File: src/rtl/ws_pkg.sv
package ws_pkg;
    typedef enum logic [1:0] {
        ST_IDLE  = 2'd0,
        ST_ARMED = 2'd1,
        ST_RUN   = 2'd2
    } ws_state_e;
endpackage

File: src/rtl/ws_start_sync.sv
module ws_start_sync #(
    parameter int STAGES = 2
) (
    input  logic clk,
    input  logic rst_n,
    input  logic async_i,
    output logic rise_o
);
    logic [STAGES-1:0] sync_q;
    logic              last_q;

    always_ff @(posedge clk) begin
        if (!rst_n) begin
            sync_q <= '0;
            last_q <= 1'b0;
        end else begin
            sync_q <= {sync_q[STAGES-2:0], async_i};
            last_q <= sync_q[STAGES-1];
        end
    end

    assign rise_o = sync_q[STAGES-1] & ~last_q;
endmodule

File: src/rtl/ws_scan_step.sv
module ws_scan_step #(
    parameter int AW = 8
) (
    input  logic [AW-1:0] addr_i,
    input  logic [AW-1:0] top_i,
    input  logic          down_i,
    output logic          at_end_o,
    output logic [AW-1:0] addr_next_o
);
    always_comb begin
        if (down_i) begin
            at_end_o    = (addr_i == '0);
            addr_next_o = addr_i - AW'(1);
        end else begin
            at_end_o    = (addr_i == top_i);
            addr_next_o = addr_i + AW'(1);
        end
    end
endmodule

File: src/rtl/ws_seq.sv
module ws_seq
    import ws_pkg::*;
#(
    parameter int AW = 8
) (
    input  logic          clk,
    input  logic          rst_n,
    input  logic          run_i,
    input  logic          burst_i,
    input  logic          reverse_i,
    input  logic          ext_start_en_i,
    input  logic          ext_start_i,
    input  logic          swap_req_i,
    input  logic          step_i,
    input  logic [AW-1:0] staged_top_i,
    output logic          bank_sel_o,
    output logic [AW-1:0] scan_addr_o,
    output logic          active_o,
    output logic          swap_pending_o,
    output logic          swap_ack_o
);
    typedef struct packed {
        ws_state_e     state;
        logic [AW-1:0] addr;
        logic [AW-1:0] top;
        logic          down;
        logic          bank;
        logic          pend;
        logic          ack;
    } seq_t;

    seq_t          seq_q, seq_d;
    logic          ext_rise;
    logic          at_end;
    logic [AW-1:0] addr_next;
    logic [AW-1:0] top_new;
    logic          take_swap;

    ws_start_sync #(.STAGES(2)) u_start_sync (
        .clk    (clk),
        .rst_n  (rst_n),
        .async_i(ext_start_i),
        .rise_o (ext_rise)
    );

    ws_scan_step #(.AW(AW)) u_scan_step (
        .addr_i     (seq_q.addr),
        .top_i      (seq_q.top),
        .down_i     (seq_q.down),
        .at_end_o   (at_end),
        .addr_next_o(addr_next)
    );

    always_comb begin
        seq_d     = seq_q;
        seq_d.ack = 1'b0;
        take_swap = 1'b0;
        top_new   = seq_q.top;
        unique case (seq_q.state)
            ST_IDLE: begin
                if (run_i) begin
                    if (ext_start_en_i) begin
                        seq_d.state = ST_ARMED;
                    end else begin
                        seq_d.state = ST_RUN;
                        seq_d.top   = staged_top_i;
                        seq_d.down  = reverse_i;
                        seq_d.addr  = reverse_i ? staged_top_i : '0;
                    end
                end
            end
            ST_ARMED: begin
                if (!run_i) begin
                    seq_d.state = ST_IDLE;
                end else if (ext_rise) begin
                    seq_d.state = ST_RUN;
                    seq_d.top   = staged_top_i;
                    seq_d.down  = reverse_i;
                    seq_d.addr  = reverse_i ? staged_top_i : '0;
                end
            end
            ST_RUN: begin
                if (step_i) begin
                    if (at_end) begin
                        take_swap = seq_q.pend;
                        if (take_swap) begin
                            seq_d.bank = ~seq_q.bank;
                            top_new    = staged_top_i;
                            seq_d.ack  = 1'b1;
                        end
                        seq_d.top = top_new;
                        if (!run_i || burst_i) begin
                            seq_d.state = ST_IDLE;
                            seq_d.addr  = '0;
                            seq_d.down  = 1'b0;
                        end else begin
                            seq_d.down = reverse_i;
                            seq_d.addr = reverse_i ? top_new : '0;
                        end
                    end else begin
                        seq_d.addr = addr_next;
                    end
                end
            end
            default: seq_d.state = ST_IDLE;
        endcase
        seq_d.pend = (seq_q.pend & ~take_swap) | swap_req_i;
    end

    always_ff @(posedge clk) begin
        if (!rst_n) begin
            seq_q.state <= ST_IDLE;
            seq_q.addr  <= '0;
            seq_q.top   <= '0;
            seq_q.down  <= 1'b0;
            seq_q.bank  <= 1'b0;
            seq_q.pend  <= 1'b0;
            seq_q.ack   <= 1'b0;
        end else begin
            seq_q <= seq_d;
        end
    end

    assign bank_sel_o     = seq_q.bank;
    assign scan_addr_o    = seq_q.addr;
    assign active_o       = (seq_q.state == ST_RUN);
    assign swap_pending_o = seq_q.pend;
    assign swap_ack_o     = seq_q.ack;

    // forward strobe away from the end advances by one
    a_r3_fwd_step: assert property (@(posedge clk) disable iff (!rst_n)
        (seq_q.state == ST_RUN && step_i && !at_end && !seq_q.down)
        |=> (scan_addr_o == $past(scan_addr_o) + AW'(1)));

    // reverse strobe away from the end steps down by one
    a_r9_rev_step: assert property (@(posedge clk) disable iff (!rst_n)
        (seq_q.state == ST_RUN && step_i && !at_end && seq_q.down)
        |=> (scan_addr_o == $past(scan_addr_o) - AW'(1)));

    // continuous forward wrap goes straight to address zero
    a_r4_wrap_zero: assert property (@(posedge clk) disable iff (!rst_n)
        (seq_q.state == ST_RUN && step_i && at_end && run_i && !burst_i && !reverse_i)
        |=> (scan_addr_o == '0 && active_o));

    // the bank changes only together with an acknowledge
    a_r5_bank_with_ack: assert property (@(posedge clk) disable iff (!rst_n)
        (bank_sel_o != $past(bank_sel_o)) |-> swap_ack_o);

    // the length register holds during a scan
    a_r5_top_hold: assert property (@(posedge clk) disable iff (!rst_n)
        (seq_q.state == ST_RUN && !(step_i && at_end)) |=> $stable(seq_q.top));

    // a taken swap clears the pending flag unless re-requested
    a_r6_ack_clears: assert property (@(posedge clk) disable iff (!rst_n)
        (swap_ack_o && !$past(swap_req_i)) |-> !swap_pending_o);

    // idle always parks the address at zero
    a_r7_idle_zero: assert property (@(posedge clk) disable iff (!rst_n)
        (seq_q.state == ST_IDLE) |-> (scan_addr_o == '0));

    // armed waits for the synchronized edge
    a_r10_armed_wait: assert property (@(posedge clk) disable iff (!rst_n)
        (seq_q.state == ST_ARMED && !ext_rise) |=> !active_o);
endmodule

File: config.mk
export PLATFORM = sky130hd
export DESIGN_NAME = ws_seq
export DESIGN_NICKNAME = d
export VERILOG_FILES = /design/src/rtl/ws_pkg.sv /design/src/rtl/ws_start_sync.sv /design/src/rtl/ws_scan_step.sv /design/src/rtl/ws_seq.sv
export SDC_FILE = /design/constraint.sdc
export NUM_CORES = 1
export LEC_CHECK = 0
export BUFFER_PORTS_ARGS = -buffer_cell sky130_fd_sc_hd__buf_2
export CAP_MARGIN = 10
export CORE_ASPECT_RATIO = 0.9
export CORE_UTILIZATION = 50
export CTS_CLUSTER_SIZE = 25
export DETAILED_ROUTE_END_ITERATION = 10
export GPL_TIMING_DRIVEN = 1
export PLACE_DENSITY_LB_ADDON = 0.3
export SLEW_MARGIN = 20
export SYNTH_ARGS = -nofsm -noshare
export SYNTH_HDL_FRONTEND = slang
export SYNTH_SLANG_ARGS = --single-unit
File: constraint.sdc
create_clock -name clk -period 2.14 [get_ports clk]
set_input_delay 0.428 -clock clk [delete_from_list [all_inputs] [get_ports clk]]
set_output_delay 0.428 -clock clk [all_outputs]
set_load 0.005 [all_outputs]
==> impl_metrics.toml <==
[status]
status = "finished clean"

[logic_synthesis]
syn_nets = 227
synth_area_per_cell_um2 = 8.87
synth_cell_types = 50
synth-simple-area-share_pct = 14.2
synth_compound_area_share_pct = 32.9
synthMuxAreaShare_pct = 4.93
ys_seq_elements = 25
synth_flop_cell = "dfxtp_1"
synthesis.area_mm2 = 0.00180
ys_seq_area_share_pct = 27.8
yosys-top-cells-area = "dfxtp_1, xnor2_1, a21oi_1"
yosys.area.top_type_share_pct = 27.8
synth_fa_ha_area_share_pct = 5.28
yosysWarningCount = 0
yosys.area_share.xor_xnor_pct = 7.30
synth_edf_count = 0
synth_top_family_by_area = "compound AO/OA/AOI/OAI gates"
yosysTopAreaCell = "dfxtp_1"
syn_inst = 203
async_reset_ff_share_pct = 0

[power]
p_per_area_mw_per_mm2 = 700
total_power_w = 0.00142
ir_drop_v = 0.000581
p_leak_nw = 0.851

[global_routing]
grt_first_pass_wirelength_um = 7620
grt_start_max_net_pins = 23
antenna_found_initial = 0
grt-ovfl-total = 0
first_global_vias = 1509
grt_use_total_pct = 26.0

[clock_tree]
cts.sinks = 25
clock_path_buffers = 2
clkLatencyLatePin_ps = 270
path_clk_slew_ps = 80
post_cts_buffers = 0
cts_tree = "done"
cts-root-buf = "clkbuf_8"
numCtsBuffers = 3
htree_levels = 1

[critical_path]
cp_slowest_cell = "dfxtp_2"
r2r_slack_ps = 200
worstSetupPathType = "flop to flop"
crit_chain = "ha_1 > a21oi_1 > o2111ai_1 > xor2_1 > a2111oi_0 > a211oi_1"
cp.required_ps = 2290
crit_path_end_kind = "flop"
critPathMaxStageDelay_ps = 440
crit_path_start_kind = "flop"
crit_family = "compound AO/OA/AOI/OAI gates"
worstPathArrival_ps = 2090
crit_fanout = 9
critPathBufInv = 0

[route]
drt_pass1_iterations = 7
vias = 1737
drtIter0Drc = 184
drc = 0
wl_per_cell_um = 17.4
wl_um = 4720
vias_per_cell = 6.39
ant_nets = 0

[cells_and_area]
multiInputGateArea_mm2 = 0.00116
nets = 253
drive_gt1_share_pct = 25.4
diodes = 0
fill_cells = 330
syn2layout_area_growth_pct = 12.6
final_util_pct = 59.6
seq_area_um2 = 503

[floorplanning]
rows = 20
design.core.area_mm2 = 0.00340
die_h_um = 58.9
io_pins = 29
die_width_um = 65.3
initial_core_util_pct = 52.9
dieArea_mm2 = 0.00385

[timing]
worst_pin_slew_ps = 562
period_minus_slack_ps = 1940
finalHoldViolations = 0
setup_viol = 0
slew_viol_final = 0
fin_crit_sh_pct = 90.7
skew_ps = 2.71
setup_tns_ps = 0
rsz0062_at_grt = "no"
relSlewSlack_pct = 62.5
fmax_mhz = 515

[placement]
gp_congestion = 0.823
portBuffers = 28
hpwl_um = 3410

[job]
drv_cap = 0

[min_path]
hold_class = "primary input to flop"
layer usage:
metal / up-vias / GRT usage, % / routed length [um]
met1: 824 / 39.5 / 2220
li1: 830 / - / -
met3: 2 / 5.81 / 331
met4: 0 / 2.48 / 9
met2: 81 / 38.6 / 2160
met5: - / 0 / 0
placed cells by master (no fill, tap or decap), types with 8 or more instances in the layout:
cell / netlist / layout
o31ai_1: 10 / 10
buf_2: 4 / 28
buf_4: 8 / 12
a211oi_1: 8 / 8
inv_1: 8 / 8
dfxtp_1: 25 / 23
a21oi_1: 17 / 17
o21ai_0: 12 / 12
xnor2_1: 11 / 11
layout make-up:
type	instances	share of cell area, %
Sequential cell	25	24.8
Timing Repair Buffer	40	11.4
Tap cell	44	2.72
Multi-Input combinational cell	151	57.4
Inverter	8	1.48
Clock buffer	4	2.22
registers in the layout, indices dropped and copies added (netlist names):
register / cells
scan_addr_o: 8
u_start_sync.last_q: 1
swap_ack_o: 1
seq_q: 11
swap_pending_o: 1
u_start_sync.sync_q: 2
bank_sel_o: 1
metrics by stage:
| step | hold WS [ps] | area (um^2) | instances | setup WS (ps) |
|---|---|---|---|---|
| finish | 356 | 2030 | 272 | 198 |
| global placement | 418 | 1980 | 268 | 187 |
| global route | 363 | 2030 | 272 | 55.9 |
| floorplan | 412 | 1800 | 203 | 311 |
| CTS | 357 | 2020 | 272 | 81.3 |
| detailed placement | 421 | 1980 | 268 | 92.3 |
worst register-to-register path: stages, from the launching register on:
cell and delay, ps:
dfxtp_2 440, ha_1 260, a21oi_1 250, o2111ai_1 210, xor2_1 180, a2111oi_0 390
a211oi_1 90
repair_timing:
action                     in CTS  in global routing
hold buffers                    0                  0
gates resized for setup         0                  2
setup endpoints to repair       0                  1
Yosys cell counts, types with 6 or more instances:
| cell type | number |
|---|---|
| dfxtp_1 | 25 |
| a21oi_1 | 17 |
| o21ai_0 | 12 |
| xnor2_1 | 11 |
| o31ai_1 | 10 |
| a211oi_1 | 8 |
| buf_4 | 8 |
| inv_1 | 8 |
| a32oi_1 | 7 |
| clkbuf_1 | 7 |
| mux2_2 | 7 |
| ha_1 | 6 |
worst paths after layout:
check | end | depth (start not counted) | start
max | scan_addr_o[5] | 6 | seq_q[3]
min | u_start_sync.sync_q[0] | 2 | ext_start_i
max reg2reg | scan_addr_o[5] | 6 | seq_q[3]
min reg2reg | u_start_sync.sync_q[1] | 1 | u_start_sync.sync_q[0]
power breakdown:
group / total, W / switching (W) / leakage [nW] / internal (W)
clock: 0.000280 / 0.000147 / 0.0228 / 0.000133
combinational: 0.000559 / 0.000319 / 0.622 / 0.000240
sequential: 0.000581 / 0.0000677 / 0.206 / 0.000513
cell families after synthesis:
logic type,after synthesis
simple gates,39
buf+inv,27
mux,8
fa+ha+maj,7
xor+xnor,15
compound gates,82
flops,25
Note: power is estimated with default switching activity, not from simulation.
